===== src/rtl/pmp_regfile_pkg.sv =====
package pmp_regfile_pkg;

  localparam int unsigned CFG_BIT_R    = 0;
  localparam int unsigned CFG_BIT_W    = 1;
  localparam int unsigned CFG_BIT_X    = 2;
  localparam int unsigned CFG_MODE_LO  = 3;
  localparam int unsigned CFG_MODE_HI  = 4;
  localparam int unsigned CFG_BIT_LOCK = 7;

  typedef enum logic [1:0] {
    MODE_OFF   = 2'b00,
    MODE_TOR   = 2'b01,
    MODE_NA4   = 2'b10,
    MODE_NAPOT = 2'b11
  } match_mode_e;

  typedef enum logic [1:0] {
    SPACE_CFG  = 2'd0,
    SPACE_ADDR = 2'd1,
    SPACE_SEC  = 2'd2,
    SPACE_NONE = 2'd3
  } csr_space_e;

  // packed so that lockdown is bit 0, whitelist bit 1, bypass bit 2
  typedef struct packed {
    logic bypass;
    logic whitelist;
    logic lockdown;
  } sec_cfg_t;

  // acceptance rule for one configuration byte
  function automatic logic cfg_write_ok(input logic enh, input sec_cfg_t sec,
                                        input logic cur_lock, input logic [7:0] nv);
    logic lock_new;
    logic x_new;
    logic wx_only;
    lock_new = nv[CFG_BIT_LOCK];
    x_new    = nv[CFG_BIT_X];
    wx_only  = (nv[CFG_BIT_X:CFG_BIT_R] == 3'b110);
    if (!enh) begin
      return !cur_lock;
    end
    return sec.bypass
         | (!sec.lockdown & !cur_lock)
         | (sec.lockdown & ((lock_new & !x_new) | (!lock_new & !wx_only)));
  endfunction

  function automatic logic is_tor_locked(input logic [7:0] cfg);
    return cfg[CFG_BIT_LOCK] &&
           (match_mode_e'(cfg[CFG_MODE_HI:CFG_MODE_LO]) == MODE_TOR);
  endfunction

endpackage


===== src/rtl/pmp_regfile_entry.sv =====
module pmp_regfile_entry
  import pmp_regfile_pkg::*;
#(
  parameter int unsigned XLEN = 32
) (
  input  logic            clk,
  input  logic            rst_n,
  input  logic            enh_i,
  input  sec_cfg_t        sec_i,
  input  logic            cfg_we_i,
  input  logic [7:0]      cfg_wbyte_i,
  input  logic            addr_we_i,
  input  logic [XLEN-1:0] addr_wdata_i,
  input  logic            next_tor_lock_i,
  output logic [7:0]      cfg_q_o,
  output logic [XLEN-1:0] addr_q_o
);

  logic [7:0]      cfg_q;
  logic [XLEN-1:0] addr_q;
  logic            cfg_en;
  logic            addr_en;

  always_comb begin
    cfg_en  = cfg_we_i && cfg_write_ok(enh_i, sec_i, cfg_q[CFG_BIT_LOCK], cfg_wbyte_i);
    addr_en = addr_we_i && !cfg_q[CFG_BIT_LOCK] && !next_tor_lock_i;
  end

  always_ff @(posedge clk or negedge rst_n) begin
    if (!rst_n) begin
      cfg_q  <= '0;
      addr_q <= '0;
    end else begin
      if (cfg_en)  cfg_q  <= cfg_wbyte_i;
      if (addr_en) addr_q <= addr_wdata_i;
    end
  end

  assign cfg_q_o  = cfg_q;
  assign addr_q_o = addr_q;

  // plain mode keeps a locked byte
  a_r3_locked_cfg_hold: assert property (@(posedge clk) disable iff (!rst_n)
    (cfg_we_i && !enh_i && cfg_q[CFG_BIT_LOCK]) |=> $stable(cfg_q));

  // bypass admits any byte
  a_r4_bypass_accepts: assert property (@(posedge clk) disable iff (!rst_n)
    (cfg_we_i && enh_i && sec_i.bypass) |=> (cfg_q == $past(cfg_wbyte_i)));

  // lockdown refuses an unlocked W+X shape
  a_r5_lockdown_refuses_wx: assert property (@(posedge clk) disable iff (!rst_n)
    (cfg_we_i && enh_i && !sec_i.bypass && sec_i.lockdown &&
     !cfg_wbyte_i[CFG_BIT_LOCK] && (cfg_wbyte_i[2:0] == 3'b110)) |=> $stable(cfg_q));

  // lockdown refuses a locked byte with X set
  a_r5_lockdown_refuses_lx: assert property (@(posedge clk) disable iff (!rst_n)
    (cfg_we_i && enh_i && !sec_i.bypass && sec_i.lockdown &&
     cfg_wbyte_i[CFG_BIT_LOCK] && cfg_wbyte_i[CFG_BIT_X]) |=> $stable(cfg_q));

  // locked entry keeps its address
  a_r6_locked_addr_hold: assert property (@(posedge clk) disable iff (!rst_n)
    (addr_we_i && cfg_q[CFG_BIT_LOCK]) |=> $stable(addr_q));

  // locked top-of-range neighbour guards this address
  a_r7_tor_guard: assert property (@(posedge clk) disable iff (!rst_n)
    (addr_we_i && next_tor_lock_i) |=> $stable(addr_q));

endmodule


===== src/rtl/pmp_regfile_sec.sv =====
module pmp_regfile_sec
  import pmp_regfile_pkg::*;
(
  input  logic     clk,
  input  logic     rst_n,
  input  logic     we_i,
  input  logic [2:0] wdata_i,
  input  logic     any_locked_i,
  output sec_cfg_t sec_o
);

  sec_cfg_t sec_q;
  sec_cfg_t sec_d;

  always_comb begin
    sec_d = sec_cfg_t'(wdata_i);
    if (!sec_q.bypass && any_locked_i) sec_d.bypass = 1'b0;
    sec_d.lockdown  = sec_d.lockdown  | sec_q.lockdown;
    sec_d.whitelist = sec_d.whitelist | sec_q.whitelist;
  end

  always_ff @(posedge clk or negedge rst_n) begin
    if (!rst_n) begin
      sec_q <= '0;
    end else if (we_i) begin
      sec_q <= sec_d;
    end
  end

  assign sec_o = sec_q;

  a_r8_lockdown_sticky: assert property (@(posedge clk) disable iff (!rst_n)
    sec_q.lockdown |=> sec_q.lockdown);

  a_r8_whitelist_sticky: assert property (@(posedge clk) disable iff (!rst_n)
    sec_q.whitelist |=> sec_q.whitelist);

  a_r9_bypass_blocked: assert property (@(posedge clk) disable iff (!rst_n)
    (we_i && !sec_q.bypass && any_locked_i) |=> !sec_q.bypass);

endmodule


===== src/rtl/pmp_regfile_rdmux.sv =====
module pmp_regfile_rdmux
  import pmp_regfile_pkg::*;
#(
  parameter int unsigned N_ENTRIES = 8,
  parameter int unsigned XLEN      = 32,
  parameter int unsigned IDX_W     = 4
) (
  input  csr_space_e      space_i,
  input  logic [IDX_W-1:0] idx_i,
  input  logic [7:0]      cfg_i  [N_ENTRIES],
  input  logic [XLEN-1:0] addr_i [N_ENTRIES],
  input  sec_cfg_t        sec_i,
  output logic [XLEN-1:0] rdata_o
);

  localparam int unsigned BPC   = XLEN / 8;
  localparam int unsigned SEL_W = $clog2(N_ENTRIES);

  always_comb begin
    int unsigned ent;
    rdata_o = '0;
    ent     = 0;
    unique case (space_i)
      SPACE_CFG: begin
        for (int unsigned b = 0; b < BPC; b++) begin
          ent = BPC * {{(32-IDX_W){1'b0}}, idx_i} + b;
          if (ent < N_ENTRIES) rdata_o[b*8 +: 8] = cfg_i[ent[SEL_W-1:0]];
        end
      end
      SPACE_ADDR: begin
        if ({{(32-IDX_W){1'b0}}, idx_i} < N_ENTRIES) rdata_o = addr_i[idx_i[SEL_W-1:0]];
      end
      SPACE_SEC: begin
        rdata_o[2:0] = sec_i;
      end
      default: rdata_o = '0;
    endcase
  end

endmodule


===== src/rtl/pmp_regfile.sv =====
module pmp_regfile
  import pmp_regfile_pkg::*;
#(
  parameter  int unsigned N_ENTRIES = 8,
  parameter  int unsigned XLEN      = 32,
  localparam int unsigned IDX_W     = $clog2(N_ENTRIES) + 1
) (
  input  logic                      clk,
  input  logic                      rst_n,
  input  logic                      enh_mode_i,
  input  logic                      csr_we_i,
  input  logic [1:0]                csr_space_i,
  input  logic [IDX_W-1:0]          csr_idx_i,
  input  logic [XLEN-1:0]           csr_wdata_i,
  output logic [XLEN-1:0]           csr_rdata_o,
  output logic [8*N_ENTRIES-1:0]    entry_cfg_o,
  output logic [XLEN*N_ENTRIES-1:0] entry_addr_o,
  output logic [2:0]                sec_cfg_o,
  output logic                      flush_o
);

  localparam int unsigned BPC      = XLEN / 8;
  localparam int unsigned CFG_CSRS = (N_ENTRIES + BPC - 1) / BPC;

  csr_space_e      space;
  sec_cfg_t        sec;
  logic [7:0]      cfg_q  [N_ENTRIES];
  logic [XLEN-1:0] addr_q [N_ENTRIES];
  logic [N_ENTRIES-1:0] cfg_we;
  logic [N_ENTRIES-1:0] addr_we;
  logic [N_ENTRIES-1:0] next_tor;
  logic [N_ENTRIES-1:0] lock_vec;
  logic            any_locked;
  logic            sec_we;
  logic            cfg_space_we;
  logic            flush_q;

  assign space        = csr_space_e'(csr_space_i);
  assign cfg_space_we = csr_we_i && (space == SPACE_CFG);
  assign sec_we       = csr_we_i && (space == SPACE_SEC);
  assign any_locked   = |lock_vec;

  for (genvar e = 0; e < N_ENTRIES; e++) begin : g_entry
    assign cfg_we[e]   = cfg_space_we && (csr_idx_i == IDX_W'(e / BPC));
    assign addr_we[e]  = csr_we_i && (space == SPACE_ADDR) && (csr_idx_i == IDX_W'(e));
    assign lock_vec[e] = cfg_q[e][CFG_BIT_LOCK];

    if (e + 1 < N_ENTRIES) begin : g_next
      assign next_tor[e] = is_tor_locked(cfg_q[e+1]);
    end else begin : g_last
      assign next_tor[e] = 1'b0;
    end

    pmp_regfile_entry #(.XLEN(XLEN)) u_entry (
      .clk             (clk),
      .rst_n           (rst_n),
      .enh_i           (enh_mode_i),
      .sec_i           (sec),
      .cfg_we_i        (cfg_we[e]),
      .cfg_wbyte_i     (csr_wdata_i[(e % BPC)*8 +: 8]),
      .addr_we_i       (addr_we[e]),
      .addr_wdata_i    (csr_wdata_i),
      .next_tor_lock_i (next_tor[e]),
      .cfg_q_o         (cfg_q[e]),
      .addr_q_o        (addr_q[e])
    );

    assign entry_cfg_o[e*8 +: 8]        = cfg_q[e];
    assign entry_addr_o[e*XLEN +: XLEN] = addr_q[e];
  end

  pmp_regfile_sec u_sec (
    .clk          (clk),
    .rst_n        (rst_n),
    .we_i         (sec_we),
    .wdata_i      (csr_wdata_i[2:0]),
    .any_locked_i (any_locked),
    .sec_o        (sec)
  );

  pmp_regfile_rdmux #(
    .N_ENTRIES (N_ENTRIES),
    .XLEN      (XLEN),
    .IDX_W     (IDX_W)
  ) u_rdmux (
    .space_i (space),
    .idx_i   (csr_idx_i),
    .cfg_i   (cfg_q),
    .addr_i  (addr_q),
    .sec_i   (sec),
    .rdata_o (csr_rdata_o)
  );

  always_ff @(posedge clk or negedge rst_n) begin
    if (!rst_n) begin
      flush_q <= 1'b0;
    end else begin
      flush_q <= cfg_space_we;
    end
  end

  assign flush_o   = flush_q;
  assign sec_cfg_o = sec;

  a_r11_flush_after_cfg: assert property (@(posedge clk) disable iff (!rst_n)
    (csr_we_i && csr_space_i == 2'd0) |=> flush_o);

  a_r11_flush_quiet: assert property (@(posedge clk) disable iff (!rst_n)
    !(csr_we_i && csr_space_i == 2'd0) |=> !flush_o);

  a_r10_oob_cfg_write: assert property (@(posedge clk) disable iff (!rst_n)
    (csr_we_i && csr_space_i == 2'd0 && csr_idx_i >= IDX_W'(CFG_CSRS)) |=> $stable(entry_cfg_o));

  a_r10_oob_addr_read: assert property (@(posedge clk) disable iff (!rst_n)
    (csr_space_i == 2'd1 && csr_idx_i >= IDX_W'(N_ENTRIES)) |-> (csr_rdata_o == '0));

  a_r10_reserved_read: assert property (@(posedge clk) disable iff (!rst_n)
    (csr_space_i == 2'd3) |-> (csr_rdata_o == '0));

endmodule


===== config.mk =====
export PLATFORM = sky130hd
export DESIGN_NAME = pmp_regfile
export DESIGN_NICKNAME = d
export VERILOG_FILES = /design/src/rtl/pmp_regfile_pkg.sv /design/src/rtl/pmp_regfile_entry.sv /design/src/rtl/pmp_regfile_sec.sv /design/src/rtl/pmp_regfile_rdmux.sv /design/src/rtl/pmp_regfile.sv
export SDC_FILE = /design/constraint.sdc
export NUM_CORES = 1
export LEC_CHECK = 0
export ABC_AREA = 1
export CAP_MARGIN = 20
export CORE_UTILIZATION = 35
export DETAILED_ROUTE_END_ITERATION = 12
export GPL_TIMING_DRIVEN = 0
export PLACE_DENSITY = 0.66
export SYNTH_ARGS = -nofsm -noshare
export SYNTH_HDL_FRONTEND = slang
export SYNTH_SLANG_ARGS = --single-unit

===== constraint.sdc =====
create_clock -name clk -period 3.64 [get_ports clk]
set_input_delay 0.728 -clock clk [delete_from_list [all_inputs] [get_ports clk]]
set_output_delay 0.728 -clock clk [all_outputs]
set_load 0.05 [all_outputs]

-- Word-level counts from Yosys, hierarchy flattened
Index checks and enable logic that the tools add are counted.
- add/subtract/negate cells: 3
- multiply operators: 0
- divide/modulo/power cells: 0
- order comparisons: 10
- equal/unequal tests: 20
- shifts and indexed selects: 0
- mux-type cells: 31
- bitwise operators: 47
- reductions and logical operators: 76
- operators by type and width (cell ; count):
    $bmux 32 s3 ; 1
    $bmux 8 s3 ; 4
    $lt 32x4->1 const B ; 3
    $mux 32 ; 3
    $mux 8 ; 12
    $pmux 29 s2 ; 1
    $logic_and 1x1->1 ; 44
    $logic_not 1->1 ; 29
    $or 1x1->1 ; 22
    $and 1x1->1 ; 20
    $ge 4x4->1 const B ; 5
    $not 3->4 ; 5
    $eq 2x1->1 const B ; 8
    $eq 4x3->1 const B ; 4
    $add 6x2->7 const B ; 2
    $eq 3x3->1 const B ; 4
    $mux 1 ; 9
    $pmux 3 s3 ; 1
    $eq 4x2->1 const B ; 2
    $reduce_or 8->1 ; 1
    $add 6x1->7 const B ; 1
    $lt 6x4->1 const B ; 1
    $eq 4x1->1 const B ; 1
    $logic_not 4->1 ; 1
    3 further kinds ; 3
- register bits: 324
- latch bits: 0
- RAM bits: 0
- ROM bits: 0
- output and inout bits: 356
- word-level logic and storage cells: 207
- memories kept: 0

-- Depth between registers and ports, before layout
Gate-level depths: netlist of the first run.
- word-level depth: 8
- mapped depth: 12

-- Modules after synthesis
A second synthesis of the first run with hierarchy kept.
- cell total of the unflattened synthesis: 1939
- area total of the unflattened synthesis: 17867.1 sq um
- by module, submodules not included (module ; instances ; cells each ; area an instance (sq um)):
    pmp_regfile_entry ; 8 ; 116 ; 1690.4
    pmp_regfile_rdmux ; 1 ; 934 ; 3936.3
    pmp_regfile ; 1 ; 66 ; 286.5
    pmp_regfile_sec ; 1 ; 11 ; 121.4

-- Worst setup path after synthesis of the first run
No wires, ideal clock.
- path type: input to output
- start point: input port csr_idx_i[3]
- end point: output port csr_rdata_o[14]
- arrival: 1.997 ns
- setup slack: 0.915 ns
- stages on the path: 8
- path buffers: 1
- path through: inv_1 nand2_2 nor2_1 nand2_1 inv_1 clkbuf_1 o211ai_1 nand2_1
- word-level cells in the longest chain between the ends: 4
- elaborated cells between the ends (all ways): 6
- classes of those cells: add/sub: 1; order compare: 2; mux: 3
- RTL lines (item ; line ; RTL):
    from (decl) ; pmp_regfile.sv:13 ; input logic [IDX_W-1:0] csr_idx_i,
    $add 6x1->7 ; pmp_regfile_rdmux.sv:26 ; ent = BPC * {{(32-IDX_W){1'b0}}, idx_i} + b;
    $lt 32x4->1 ; pmp_regfile_rdmux.sv:27 ; if (ent < N_ENTRIES) rdata_o[b*8 +: 8] = cfg_i[ent[SEL_W-1:0]];
    $mux 8 ; pmp_regfile_rdmux.sv:27 ;
    $pmux 29 s2 (*) ; pmp_regfile_rdmux.sv:23 ; unique case (space_i)
    to (decl) ; pmp_regfile.sv:15 ; output logic [XLEN-1:0] csr_rdata_o,
Every way passes the cells marked *; elsewhere a longest branch is shown, timed or not.

-- Final worst setup path of the first run
- start point: input port csr_idx_i[2]
- end point: output port csr_rdata_o[15]
- word-level cells in the longest chain between the ends: 6
- elaborated cells between the ends (all ways): 10
- classes of those cells: add/sub: 1; order compare: 2; mux: 6; bitwise: 1
- RTL lines (item ; line):
    parallel branches: the longest is 5 deep, another holds $lt 32x4->1 ; n/a
    $pmux 29 s2 (*) ; pmp_regfile_rdmux.sv:23
Mark *: on every way between the ends. The select of a mux whose other input is x is not followed.

==> results of run 1 <==
[critical path, delay by kind of cell]
kind	cells	cell delay [ns]
compound gates	1	0.12
buf+inv	5	1.35
simple gates	4	0.60
[power breakdown]
part	leakage, nW	internal [mW]	switching (mW)
clock	0.609	2.16	1.63
combinational	6.01	1.19	2.84
sequential	4.32	4.06	0.492
total	10.9	7.41	4.96
[area by class of cell]
class / instances / area share
buffer: 116 / 0.0284
clock buffer: 52 / 0.0494
clock inverter: 18 / 0.00661
inverter: 61 / 0.0105
multi-input combinational: 1644 / 0.312
sequential: 324 / 0.373
tap: 592 / 0.0340
timing repair buffer: 399 / 0.186
[per-stage QoR]
stage	setup TNS, ns	total power, mW	area [µm²]	util
2_1_floorplan	0	6.92	15700	-
3_3_place_gp	-4035.10	8.56	20400	0.461
3_5_place_dp	-21.82	8.61	20500	0.463
4_1_cts	-0.0346	12.4	21800	0.492
5_1_grt	0	12.8	21800	0.492
6_report	0	12.4	21800	0.492
[cells by family after synthesis]
logic type	Yosys count	synth area share
AND/OR/NAND/NOR	1367	0.341
AO/OA/AOI/OAI	277	0.0918
buffers and inverters	177	0.0508
flip-flops	324	0.516
[flip-flops by register name, summed over array words and instances (netlist names)]
signal / cells
g_entry.u_entry.addr_q_o: 256
g_entry.u_entry.cfg_q_o: 64
u_sec.sec_o: 3
flush_o: 1
[timing repair]
action                                  in CTS  in global routing
cloned                                       0                  0
pin swaps                                    0                  0
gates resized for setup                    126                 18
endpoints found under the setup margin      32                 31
[layer usage]
layer | vias up | global-route usage | wire length [µm]
met3 | 138 | 0.0510 | 6160
met1 | 8227 | 0.428 | 29900
met4 | 0 | 0.138 | 3060
met5 | - | 0 | 0
li1 | 7628 | - | -
met2 | 884 | 0.507 | 34100
[how the worst max path moves through the flow]
| stage | from | end | slack, ns | cells past startpoint |
|---|---|---|---|---|
| after floorplan | csr_idx_i[3] | csr_rdata_o[14] | 0.92 | 8 |
| after global placement | rst_n | g_entry[3].u_entry.cfg_q_o[5] | -12.42 | 1 |
| after detailed placement | csr_idx_i[1] | csr_rdata_o[1] | -0.79 | 11 |
| after CTS | csr_idx_i[1] | csr_rdata_o[16] | -0.03 | 11 |
| after global routing | csr_idx_i[2] | csr_rdata_o[30] | 0.008 | 10 |
| final | csr_idx_i[2] | csr_rdata_o[15] | 0.11 | 10 |
[layout by cell type, fill, tap and decap left out, types with 2 or more instances in the layout]
cell / synthesis / final
nor2_1: 14 / 14
a21oi_1: 7 / 7
o21ai_0: 166 / 166
buf_4: 0 / 4
clkbuf_1: 37 / 34
clkbuf_4: 0 / 5
clkinv_2: 0 / 13
nand2_1: 1251 / 1251
or2_2: 3 / 3
inv_1: 57 / 57
nor3_2: 5 / 5
clkdlybuf4s50_1: 0 / 362
inv_2: 4 / 4
clkbuf_2: 1 / 8
nor3_1: 6 / 6
clkdlybuf4s15_2: 0 / 25
clkbuf_16: 0 / 39
buf_16: 0 / 3
clkbuf_8: 0 / 5
nand2_2: 5 / 5
nand3_1: 73 / 73
clkinv_8: 0 / 2
buf_6: 8 / 8
nand3_2: 5 / 5
o21ai_2: 8 / 8
o21ai_1: 88 / 88
buf_1: 13 / 3
nand4_1: 2 / 2
dfrtp_1: 324 / 324
buf_2: 57 / 69
o211ai_1: 7 / 7
==> impl_metrics.py, run 1 <==
metrics = {
    "run_status": {
        "status": "complete, no violations",
    },
    "synthesis": {
        "yosys_register_bits": 324,
        "ys.flop_type": "dfrtp_1",
        "netlist_area_um2": 15700,
        "yosys-top-cells-area": "dfrtp_1, nand2_1, o21ai_0, o21ai_1, nand3_1",
        "post-synth-top-area-fraction": 0.516,
        "synth_area_per_cell_um2": 7.32,
        "netlist_instances": 2145,
        "async_flop_share": 1.00,
        "ys_types": 26,
        "synth_nets": 2187,
        "yosys_warnings": 0,
        "synth_edf_count": 0,
        "synth_most_common_cell": "nand2_1",
        "synthTopCellsByCount": "nand2_1, dfrtp_1, o21ai_0",
        "synth-seq-area-share": 0.516,
        "yosysTopAreaCell": "dfrtp_1",
    },
    "clocking": {
        "cts_buffers": 38,
        "cts_tree": "done",
        "root_buffer": "clkbuf_16",
        "ctsHoldBuffers": 0,
        "insertion_delay_ns": 0.56,
        "post_cts_buffers": 0,
        "h-tree-depth": 2,
        "clkTransAtPathRegs_ns": 0.06,
        "clock_sinks": 324,
        "cts_max_path_buffers": 3,
    },
    "worst_setup_path": {
        "reg2reg_to": "g_entry[0].u_entry.addr_q_o[16]",
        "crit_type": "primary input to primary output",
        "worstPathCellList": "clkdlybuf4s50_1 -> inv_1 -> nand2_2 -> nor2_1 -> nand2_1 -> inv_1 -> clkbuf_4 -> o211ai_1 -> nand2_1 -> clkdlybuf4s15_2",
        "start_kind": "primary input",
        "rrSetupSlack_ns": 1.48,
        "cp.required_ns": 2.91,
        "rr_worst_depth": 7,
        "crit_fanout": 10,
        "crit_arrival_ns": 2.81,
        "crit_slowest_cell": "clkdlybuf4s50_1",
        "r2r_start": "g_entry[1].u_entry.cfg_q_o[7]",
        "crit_path_end_kind": "primary output",
        "slowest_delay_ns": 0.46,
    },
    "hold_path": {
        "hp-class": "primary input to asynchronous set/reset pin",
    },
    "place": {
        "pre_cts_ws_ns": -0.793,
        "gp_congestion": 0.930,
        "placed_cells": 3136,
        "dp_hpwl_mm": 56.5,
        "io_buffers": 396,
    },
    "floorplanning": {
        "design.die.area_um2": 45700,
        "start_util": 0.355,
        "io_pins": 398,
        "num_rows": 77,
        "die_y_um": 214,
        "die_x_um": 214,
        "core_area_um2": 44200,
    },
    "sta": {
        "setup_violations": 0,
        "rsz0062_at_grt": "false",
        "whs_ns": 0.0744,
        "drv_slew": 0,
        "worst_pin_slew_ns": 0.828,
        "fmax_mhz": 283,
        "final_hold_viol_count": 0,
        "maxSlewHeadroom": 0.448,
        "skew_ns": 0.0137,
        "finalCritPeriodShare": 0.971,
        "layout_min_cycle_time_ns": 3.53,
        "layout_setup_ws_ns": 0.105,
    },
    "routing": {
        "vias": 16900,
        "vias_per_cell": 5.26,
        "first_pass_iters": 5,
        "ant_nets": 0,
        "wl_mm": 73.2,
        "drcViolationCount": 0,
        "drt_iter0_drc": 1920,
        "wire_per_inst_um": 22.8,
    },
    "global_routing": {
        "antenna_found_initial": 0,
        "track_usage": 0.318,
        "overflow": 0,
        "grt_pass1_vias": 15900,
        "grt_pass1_wl_mm": 104,
        "grt_max_degree": 102,
    },
    "finish": {
        "fillerInstances": 4306,
        "area_growth_pct": 38.6,
        "drive_gt1_frac": 0.0838,
        "fin_cells": 3206,
        "antenna-diode-count": 0,
        "final-seq-area_um2": 8110,
        "finalNetCount": 2626,
        "multiInputGateArea_um2": 6790,
    },
    "run": {
        "maxCapViolations": 0,
    },
    "power_and_ir_drop": {
        "power.density_nw_per_um2": 568,
        "cellLeakagePower_nw": 10.9,
        "ir_worst_vdd_uv": 302,
    },
}
(Power assumes the default switching activity.)
==> run 2, diff against run 1 <==
CORE_MARGIN = 2   (was default)
==> run 2 against run 1 <==
Compared with the run above: setup slack got worse by 0.011 ns; hold slack improved by 0.030 ns; first-iteration DRC count fell by 2.0%; utilization fell by 0.36 points; routed wire length rose by 1.5%; clock skew rose by 0.011 ns; final area fell by 0.72%; via count rose by 0.43%; non-clock buffer count did not move; sequential power barely moved; maximum frequency fell by 0.30%; largest cell class unchanged.
==> impl_metrics.py, run 2 (synthesis results as in run 1) <==
metrics = {
    "run_status": {
        "status": "complete, no violations",
    },
    "power_and_ir_drop": {
        "power.density_nw_per_um2": 569,
        "pwr-share-clk": 0.301,
        "internal_power_mw": 7.38,
        "pwr-share-comb": 0.328,
        "cellLeakagePower_nw": 10.9,
        "share_seq_of_total_power": 0.371,
        "switching_share": 0.399,
        "p_sw_mw": 4.90,
        "ir_worst_vdd_uv": 331,
    },
    "sta": {
        "setup_violations": 0,
        "layout_setup_ws_ns": 0.0946,
        "worst_pin_slew_ns": 0.828,
        "skew_ns": 0.0247,
        "layout_min_cycle_time_ns": 3.55,
        "finalCritPeriodShare": 0.974,
        "maxSlewHeadroom": 0.448,
        "rsz0062_at_grt": "false",
        "final_hold_viol_count": 0,
        "fmax_mhz": 282,
        "drv_slew": 0,
    },
    "worst_setup_path": {
        "crit_type": "primary input to primary output",
        "start_kind": "primary input",
        "crit_path_end_kind": "primary output",
        "cp.required_ns": 2.91,
        "crit_fanout": 10,
        "startpoint": "csr_idx_i[1]",
        "cpMostUsedCell": "nand2_1",
        "r2r_start": "u_sec.sec_o[0]",
        "crit_buf_inv": 5,
        "worstPathCellList": "clkdlybuf4s50_1 -> inv_2 -> buf_2 -> buf_4 -> nand2_1 -> nand2_1 -> nand2_1 -> nand2_1 -> nand2_1 -> nand2_1 -> clkdlybuf4s15_2",
        "cp_top_family": "buffers and inverters",
        "crit_slowest_cell": "clkdlybuf4s50_1",
        "crit_arrival_ns": 2.82,
        "slowest_delay_ns": 0.53,
    },
    "global_routing": {
        "grt_pass1_wl_mm": 108,
        "antenna_found_initial": 0,
        "grt_max_degree": 99,
        "track_usage": 0.314,
        "grt_pass1_vias": 16300,
        "overflow": 0,
    },
    "finish": {
        "area_growth_pct": 37.6,
        "fin_cells": 3196,
        "final-seq-area_um2": 8110,
        "largest_register_ffs": 256,
        "drive_gt1_frac": 0.0795,
        "multiInputGateArea_um2": 6790,
        "layout_commonest_cell": "nand2_1",
        "fillerInstances": 4377,
        "layout_common_cells": "nand2_1, clkdlybuf4s50_1, dfrtp_1",
        "antenna-diode-count": 0,
        "finalNetCount": 2625,
    },
    "routing": {
        "wire_per_inst_um": 23.3,
        "drt_iter0_drc": 1882,
        "vias_per_cell": 5.30,
        "first_pass_iters": 5,
        "vias": 17000,
        "wl_mm": 74.3,
        "drcViolationCount": 0,
        "ant_nets": 0,
    },
    "clocking": {
        "clock_sinks": 324,
        "cts_buffers": 37,
        "cts_tree": "done",
        "h-tree-depth": 2,
        "post_cts_buffers": 0,
        "ctsHoldBuffers": 0,
        "insertion_delay_ns": 0.57,
        "cts_max_path_buffers": 3,
        "clkTransAtPathRegs_ns": 0.06,
        "root_buffer": "clkbuf_16",
        "cts_resized": 120,
    },
    "place": {
        "pre_cts_ws_ns": -0.777,
        "gp_congestion": 0.939,
        "dp_hpwl_mm": 57.3,
        "placed_cells": 3136,
        "io_buffers": 396,
    },
    "floorplanning": {
        "core_area_um2": 44200,
        "num_rows": 77,
        "start_util": 0.355,
        "io_pins": 398,
        "design.die.area_um2": 46600,
        "die_y_um": 216,
        "die_x_um": 216,
    },
    "run": {
        "maxCapViolations": 0,
    },
    "hold_path": {
        "hp-class": "primary input to asynchronous set/reset pin",
    },
}
[run 2: per-stage QoR]
step           instance area [µm²]  TNS (ns)   util  hold WS [ns]  power (mW)
6_report                     21600         0  0.488         0.105        12.3
5_1_grt                      21600         0  0.488         0.159        12.7
4_1_cts                      21700         0  0.491         0.121        12.3
3_5_place_dp                 20500    -21.31  0.463         0.481        8.62
3_3_place_gp                 20400  -4026.31  0.461         0.483        8.57
2_1_floorplan                15700         0      -         0.432        6.92
[run 2: worst reg2reg max path, stage by stage (launching register included)]
cell and delay, ns:
dfrtp_1 0.41, nand2_1 0.30, inv_1 0.22, nand2_1 0.13
nand3_1 0.37, nand2_1 0.47, nand2_1 0.10, nand2_1 0.07
[run 2: area by class of cell]
cell class	instances	share of cell area
tap	592	0.0343
buffer	116	0.0291
clock inverter	5	0.00353
sequential	324	0.375
inverter	61	0.0106
timing repair buffer	399	0.182
clock buffer	55	0.0502
multi-input combinational	1644	0.315
[run 2: path summary, 6_finish.rpt]
check	slack (ns)	to	cells after the start
setup / recovery	0.09	csr_rdata_o[5]	11
hold / removal	0.10	g_entry[7].u_entry.addr_q_o[16]	1
setup reg to reg	1.49	g_entry[0].u_entry.cfg_q_o[0]	7
hold reg to reg	0.49	g_entry[6].u_entry.cfg_q_o[0]	2
max in group asynchronous	2.15	g_entry[6].u_entry.addr_q_o[31]	3
min in group clk	0.49	g_entry[6].u_entry.cfg_q_o[0]	2
[run 2: power groups by stage]
stage | sequential, mW | combinational, mW | clock (mW)
after global routing | 4.60 | 4.24 | 3.87
after detailed placement | 4.60 | 4.02 | 0
final | 4.56 | 4.03 | 3.70
after CTS | 4.54 | 4.03 | 3.73
after floorplan | 6.05 | 0.865 | 0
after global placement | 4.59 | 3.97 | 0
[run 2: routing by layer]
layer | GRT usage | part of all wire | vias to the layer above
li1 | - | - | 7622
met2 | 0.494 | 0.46 | 936
met3 | 0.0579 | 0.089 | 174
met4 | 0.156 | 0.052 | 0
met1 | 0.417 | 0.40 | 8218
met5 | 0 | 0 | -
